<file path="src/rtl/ocp_pkg.sv">
package ocp_pkg;

  typedef enum logic [1:0] {
    RESP_LATCH  = 2'd0,
    RESP_REPORT = 2'd1,
    RESP_OFF    = 2'd2
  } resp_e;

  // only two codes select an active response
  function automatic resp_e decode_resp(input logic [2:0] code);
    case (code)
      3'd0:    return RESP_LATCH;
      3'd1:    return RESP_REPORT;
      default: return RESP_OFF;
    endcase
  endfunction

  // count down toward zero, holding at zero
  function automatic logic [3:0] step_down(input logic [3:0] cnt);
    return (cnt == '0) ? cnt : cnt - 4'd1;
  endfunction

  // count up toward a limit, holding once the limit is reached
  function automatic logic [3:0] step_up(input logic [3:0] cnt, input logic [3:0] lim);
    return (cnt >= lim) ? cnt : cnt + 4'd1;
  endfunction

endpackage

</file>
<file path="src/rtl/ocp_chan.sv">
module ocp_chan
  import ocp_pkg::*;
(
  input  logic       clk,
  input  logic       rst_n,
  input  logic       cmd,
  input  logic       trip,
  input  logic [3:0] blank_len,
  input  logic [3:0] glitch_len,
  output logic       blanked,
  output logic       hit
);

  logic       cmd_q;
  logic [3:0] blank_cnt;
  logic [3:0] run_cnt;
  logic       edge_seen;

  assign edge_seen = (cmd != cmd_q);
  assign blanked   = edge_seen || (blank_cnt != '0);
  assign hit       = !blanked && trip && (run_cnt >= glitch_len);

  always_ff @(posedge clk or negedge rst_n) begin
    if (!rst_n) begin
      cmd_q     <= 1'b0;
      blank_cnt <= '0;
      run_cnt   <= '0;
    end else begin
      cmd_q     <= cmd;
      blank_cnt <= edge_seen ? blank_len : step_down(blank_cnt);
      run_cnt   <= (blanked || !trip) ? '0 : step_up(run_cnt, glitch_len);
    end
  end

endmodule

</file>
<file path="src/rtl/ocp_resp.sv">
module ocp_resp
  import ocp_pkg::*;
#(
  parameter int NSW = 6,
  parameter int NPH = 3
) (
  input  logic           clk,
  input  logic           rst_n,
  input  resp_e          mode,
  input  logic [NSW-1:0] hit,
  input  logic [NPH-1:0] sense_ov,
  input  logic           clr_latch,
  input  logic           status_rd,
  output logic           shut,
  output logic [NSW-1:0] sw_status,
  output logic [NPH-1:0] sense_status
);

  logic           shut_cause;
  logic [NSW-1:0] sw_new;

  assign sw_new     = (mode == RESP_OFF) ? '0 : hit;
  assign shut_cause = ((mode == RESP_LATCH) && (|hit)) || (|sense_ov);

  always_ff @(posedge clk or negedge rst_n) begin
    if (!rst_n) begin
      shut         <= 1'b0;
      sw_status    <= '0;
      sense_status <= '0;
    end else begin
      sw_status    <= (status_rd ? '0 : sw_status) | sw_new;
      sense_status <= (status_rd ? '0 : sense_status) | sense_ov;
      if (shut_cause)     shut <= 1'b1;
      else if (clr_latch) shut <= 1'b0;
    end
  end

endmodule

</file>
<file path="src/rtl/bridge_ocp_guard.sv">
module bridge_ocp_guard
  import ocp_pkg::*;
#(
  parameter int NPH = 3,
  parameter int TW  = 4
) (
  input  logic             clk,
  input  logic             rst_n,
  input  logic [2:0]       resp_mode,
  input  logic [TW-1:0]    blank_len,
  input  logic [TW-1:0]    glitch_len,
  input  logic [2*NPH-1:0] gate_cmd,
  input  logic [2*NPH-1:0] vds_trip,
  input  logic [NPH-1:0]   sense_ov,
  input  logic             clr_latch,
  input  logic             status_rd,
  output logic             gate_en,
  output logic [2*NPH-1:0] gate_drv,
  output logic             fault_n,
  output logic [2*NPH-1:0] sw_status,
  output logic [NPH-1:0]   sense_status
);

  localparam int NSW = 2 * NPH;

  resp_e          mode;
  logic [NSW-1:0] hit;
  logic [NSW-1:0] blanked;
  logic           shut;

  assign mode = decode_resp(resp_mode);

  for (genvar i = 0; i < NSW; i++) begin : g_chan
    ocp_chan u_chan (
      .clk        (clk),
      .rst_n      (rst_n),
      .cmd        (gate_cmd[i]),
      .trip       (vds_trip[i]),
      .blank_len  (blank_len),
      .glitch_len (glitch_len),
      .blanked    (blanked[i]),
      .hit        (hit[i])
    );
  end

  ocp_resp #(.NSW(NSW), .NPH(NPH)) u_resp (
    .clk          (clk),
    .rst_n        (rst_n),
    .mode         (mode),
    .hit          (hit),
    .sense_ov     (sense_ov),
    .clr_latch    (clr_latch),
    .status_rd    (status_rd),
    .shut         (shut),
    .sw_status    (sw_status),
    .sense_status (sense_status)
  );

  assign gate_en  = !shut;
  assign gate_drv = gate_cmd & {NSW{gate_en}};
  assign fault_n  = !((|sw_status) || (|sense_status));

endmodule

</file>
<file path="config.mk">
export PLATFORM = sky130hd
export DESIGN_NAME = bridge_ocp_guard
export DESIGN_NICKNAME = d
export VERILOG_FILES = /design/src/rtl/ocp_pkg.sv /design/src/rtl/ocp_chan.sv /design/src/rtl/ocp_resp.sv /design/src/rtl/bridge_ocp_guard.sv
export SDC_FILE = /design/constraint.sdc
export NUM_CORES = 1
export LEC_CHECK = 0
export ABC_AREA = 1
export CORE_UTILIZATION = 55
export CTS_BUF_LIST = sky130_fd_sc_hd__clkbuf_8 sky130_fd_sc_hd__clkbuf_16
export DETAILED_ROUTE_END_ITERATION = 10
export GPL_ROUTABILITY_DRIVEN = 1
export PLACE_DENSITY = 0.77
export SKIP_LAST_GASP = 1
export SLEW_MARGIN = 10
export SYNTH_ARGS = -nofsm -noshare
export SYNTH_HDL_FRONTEND = slang
export SYNTH_HIERARCHICAL = 1
export SYNTH_SLANG_ARGS = --single-unit
</file>
<file path="constraint.sdc">
create_clock -name clk -period 3.7 [get_ports clk]
set_input_delay 0.555 -clock clk [delete_from_list [all_inputs] [get_ports clk]]
set_output_delay 0.555 -clock clk [all_outputs]
set_load 0.1 [all_outputs]
</file>
**Word level (Yosys, flattened, before mapping)**

Cells that the tools add are included.

- Bitwise logic cells: 3
- $add $sub $neg: 12
- Multiplexer cells: 30
- Magnitude comparators: 6
- Equality and inequality tests: 20
- Reductions and logical operators: 60

Operator list:

| kind | number |
|---|---|
| 4-bit 2-to-1 mux | 24 |
| 4-bit by 1-bit adder with 4-bit output (second input constant) | 6 |
| 4-bit greater-or-equal comparator | 6 |
| 4-bit logical NOT | 6 |
| 4-bit nonzero test | 6 |
| 4-bit by 1-bit subtractor with 4-bit output (second input constant) | 6 |
| 1-bit logical NOT | 14 |
| 1-bit logical OR | 14 |
| 1-bit logical AND | 13 |
| 6-bit 2-to-1 mux | 2 |
| 2-bit by 1-bit != test with 1-bit output (second input constant) | 6 |
| 2-bit != test (second input constant) | 6 |
| 6-bit OR reduction | 2 |
| 6-bit bitwise AND | 1 |
| 1-bit != test | 6 |
| 6-bit OR | 1 |
| 3-bit OR reduction | 2 |
| 2-bit case mux with 2 select lines | 1 |
| 3-bit by 1-bit equality test with 1-bit output (second input constant) | 1 |
| 3-bit logical NOT | 1 |
| 3-bit 2-to-1 mux | 1 |
| 3-bit OR | 1 |
| 2-bit equality test (second input constant) | 1 |
| 2-bit logical NOT | 1 |
| other kinds (2) | 3 |

- Word-level logic and storage cells: 152
- Bits in registers: 64
- Input port bits: 30

**Depth between registers and ports, before layout**

- Depth in word-level cells: 9
- Mapped depth: 13
- Depth with buffers taken out: 13

**By module**

Netlist, hierarchy kept.

By module, submodules not included:

| module | times used | seq. area each (sq um) | cells each | area an instance (sq um) |
|---|---|---|---|---|
| ocp_chan | 6 | 225.2 | 87 | 699.4 |
| ocp_resp | 1 | 250.2 | 49 | 417.9 |
| bridge_ocp_guard | 1 | 0.0 | 24 | 98.8 |

**Worst setup path before layout**

OpenSTA, ideal clock, no wires.

- Path kind: register to output
- From: register u_resp.sw_status[3]
- To: output port fault_n
- Path buffers: 0
- Required time: 3,145 ps
- Data arrival time: 2,282 ps
- Slack: 863 ps
- Cell stages (with the launch flop): 4
- Path through: dfrtp_1 nor2_1 nand3_1 nor2_1

- Cells in the longest elaborated chain, start to end: 3

Ends and longest elaborated chain:

| item | line | text |
|---|---|---|
| from (decl) | ocp_resp.sv:15 | `output logic [NSW-1:0] sw_status,` |
| from (signal assigned) | ocp_resp.sv:31 | `sw_status <= (status_rd ? '0 : sw_status) \| sw_new;` |
| 6-bit OR reduction | bridge_ocp_guard.sv:61 | `assign fault_n = !((\|sw_status) \|\| (\|sense_status));` |
| 1-bit logical OR | bridge_ocp_guard.sv:61 |  |
| 1-bit logical NOT | bridge_ocp_guard.sv:61 |  |
| to (decl) | bridge_ocp_guard.sv:19 | `output logic fault_n,` |

No other way between the ends.

**Worst setup path after layout**

- From: register u_resp.sense_status[1]
- To: output port fault_n

- Cells in the longest elaborated chain, start to end: 3

Ends and longest elaborated chain:

| item | line | text |
|---|---|---|
| from (decl) | ocp_resp.sv:16 | `output logic [NPH-1:0] sense_status` |
| from (signal assigned) | ocp_resp.sv:32 | `sense_status <= (status_rd ? '0 : sense_status) \| sense_ov;` |
| 3-bit OR reduction | bridge_ocp_guard.sv:61 |  |
| 1-bit logical OR | bridge_ocp_guard.sv:61 |  |
| 1-bit logical NOT | bridge_ocp_guard.sv:61 |  |

No other way between the ends.

==> flow_metrics.py <==
metrics = {
    "clock_network": {
        "numCtsBuffers": 9,
        "post_cts_buffers": 0,
        "cts.clk_slew.worst_paths_ns": 0.08,
        "cts_tree": "done",
        "clock_latency_ns": 0.35,
        "hold_buffers": 0,
        "htree_levels": 3,
        "cts-root-buf": "clkbuf_8",
        "numClockSinks": 64,
        "post_cts_resized": 0,
        "clockBufferDepth": 2,
    },
    "power": {
        "ir_drop_v": 0.000267,
        "clock_power_share": 0.329,
        "p_int_mw": 1.23,
        "p_seq_frac": 0.433,
        "power_density_nw_per_um2": 334,
        "p_sw_mw": 0.606,
        "p_leak_nw": 3.21,
        "pwr-share-comb": 0.239,
        "sw_frac_of_total": 0.331,
    },
    "timing": {
        "skew_ns": 0.00949,
        "setup_viol": 0,
        "max_slew.worst_pin.slew_ns": 0.979,
        "finalWorstSetupSlack_ns": 0.957,
        "report.final.slew_viol_count": 0,
        "fin_setup_tns_ns": 0,
        "fmax_mhz": 365,
        "min_period_ns": 2.74,
        "slew-limit-headroom": 0.345,
        "grt_setup_unrepaired": "false",
        "timing.hold.ws_ns": 0.201,
        "final.period_utilization": 0.741,
        "final_hold_viol_count": 0,
    },
    "synth": {
        "synth_top_area_frac": 0.340,
        "synth_area_um2": 4710,
        "synth-seq-area-share": 0.340,
        "ys_warn_count": 6,
        "synth_cells": 595,
        "postSynthNetCount": 667,
        "avgSynthCellArea_um2": 7.92,
        "ys_types": 25,
        "synth_top_area_cell": "dfrtp_1",
        "synth.area.top_cells": "dfrtp_1 (34%), ha_1 (11%), inv_1 (9.9%), nand2_1 (9.8%), nand2_4 (5.7%)",
        "ys_seq_elements": 64,
    },
    "detailed_routing": {
        "routed_via_density": 4.96,
        "top_layer": "met4",
        "post-route-drc-count": 0,
        "first_iter_violations": 155,
        "wl_met1_mm": 4.29,
        "dr.pass1.iters": 5,
        "detail_route.wl_per_cell_um": 12.2,
        "ant_nets": 0,
        "dr_wl_met3_um": 301,
        "vias": 3783,
        "wl_mm": 9.29,
        "wl_met2_mm": 4.57,
    },
    "placement": {
        "io_buffer_count": 46,
        "dpl_worst_slack_ns": 1.19,
        "hpwlAfterDp_mm": 7.15,
        "gp_congestion": 0.804,
        "dp.cells": 747,
    },
    "grt": {
        "grt_max_degree": 39,
        "antenna_found_initial": 0,
        "grt-ovfl-total": 0,
        "grt_pass1_vias": 3641,
        "grt_pass1_wl_mm": 16.2,
        "grt_use_total": 0.232,
    },
    "setup_path": {
        "crit_fanout": 3,
        "cp.arrival_ns": 2.19,
        "rr_worst_depth": 12,
        "crit_path_end_kind": "output port",
        "worst_ep_required_time_ns": 3.14,
        "crit_type": "register to output port",
        "cp-start-kind": "register",
    },
    "die": {
        "die-area_um2": 8940,
        "die_w_um": 94.6,
        "start_util": 0.571,
        "fp.dieH_um": 94.6,
        "core-area_um2": 8260,
        "ios": 47,
        "rows": 33,
    },
    "job": {
        "max_cap_violations": 0,
    },
    "cells_and_area": {
        "final_core_util": 0.665,
        "layout-drive-gt1-share": 0.150,
        "n_antenna_cell": 0,
        "final_common_cell": "inv_1",
        "area_growth_pct": 16.4,
        "layout_common_cells": "inv_1 (124), nand2_1 (123), dfrtp_1 (64), nor2_1 (47), ha_1 (42)",
        "fin_cells": 763,
        "nNetsFinal": 725,
    },
    "outcome": {
        "status": "finished, final reports clean",
    },
    "min_path": {
        "hp-class": "input pin to async pin",
    },
}
per-stage QoR:
stage / cell area, um^2 / total power, mW
floorplan: 4710 / 1.13
global placement: 5290 / 1.23
detailed placement: 5290 / 1.25
CTS: 5490 / 1.86
global route: 5490 / 1.94
finish: 5490 / 1.83
cell families (layout without fill, tap and decap cells):
group           after synthesis  in the layout  share of synthesized area
fa+ha+maj                    42             42                      0.111
xor+xnor                     18             18                     0.0334
compound gates               69             69                     0.0860
flops                        64             64                      0.340
buf+inv                     143            206                      0.120
simple gates                259            259                      0.309
sequential cells by signal, summed over array words and instances, names as in the netlist:
name	flops
u_resp/sense_status	3
g_chan.u_chan/cmd_q	6
g_chan.u_chan/blank_cnt	24
g_chan.u_chan/run_cnt	24
u_resp/shut	1
u_resp/sw_status	6
worst max-delay path: stages, from the launching register on:
cell,delay [ns]
dfrtp_1,0.40
nor2_1,0.14
nand2_1,0.06
nor2_1,0.10
clkdlybuf4s50_1,1.13
cell usage after synthesis, drive strengths merged:
cell type and number:
o211ai 6, o21ai 33, nand3 39, nor2 54
o22ai 6, or2 1, xnor2 12, o21bai 6
nand2 153, nand4 12, ha 42, dfrtp 64
inv 137, a21oi 18, xor2 6, clkinv 6
layout make-up:
class	instances	area, um^2
flip-flops and latches	64	1600
well taps	105	131
inverters	143	567
clock inverters	7	71.3
repair buffers	47	448
multi-input cells	388	2540
fillers	694	2770
clock buffers	9	124
final timing paths:
path / slack, ns / end / startpoint
max: 0.96 / fault_n / u_resp/sense_status[1]
min reg2reg: 0.57 / u_resp/sw_status[5] / u_resp/sw_status[5]
max reg2reg: 1.98 / u_resp/shut / g_chan[1].u_chan/run_cnt[0]
min in group clk: 0.57 / u_resp/sw_status[5] / u_resp/sw_status[5]
min: 0.20 / g_chan[5].u_chan/cmd_q / rst_n
max in group asynchronous: 2.57 / g_chan[3].u_chan/run_cnt[2] / rst_n
layer usage:
metal	vias to the layer above	GRT usage
li1	1964	-
met1	1742	0.297
met2	64	0.399
met3	13	0.0435
met4	0	0.0694
met5	-	0
power groups by stage:
stage	registers (mW)	logic (mW)	clock network (mW)
2_1_floorplan	0.817	0.311	0
3_3_place_gp	0.804	0.424	0
3_5_place_dp	0.806	0.439	0
4_1_cts	0.793	0.441	0.622
5_1_grt	0.799	0.491	0.650
6_report	0.793	0.437	0.603
No activity file was read; power rests on OpenSTA's default activity.
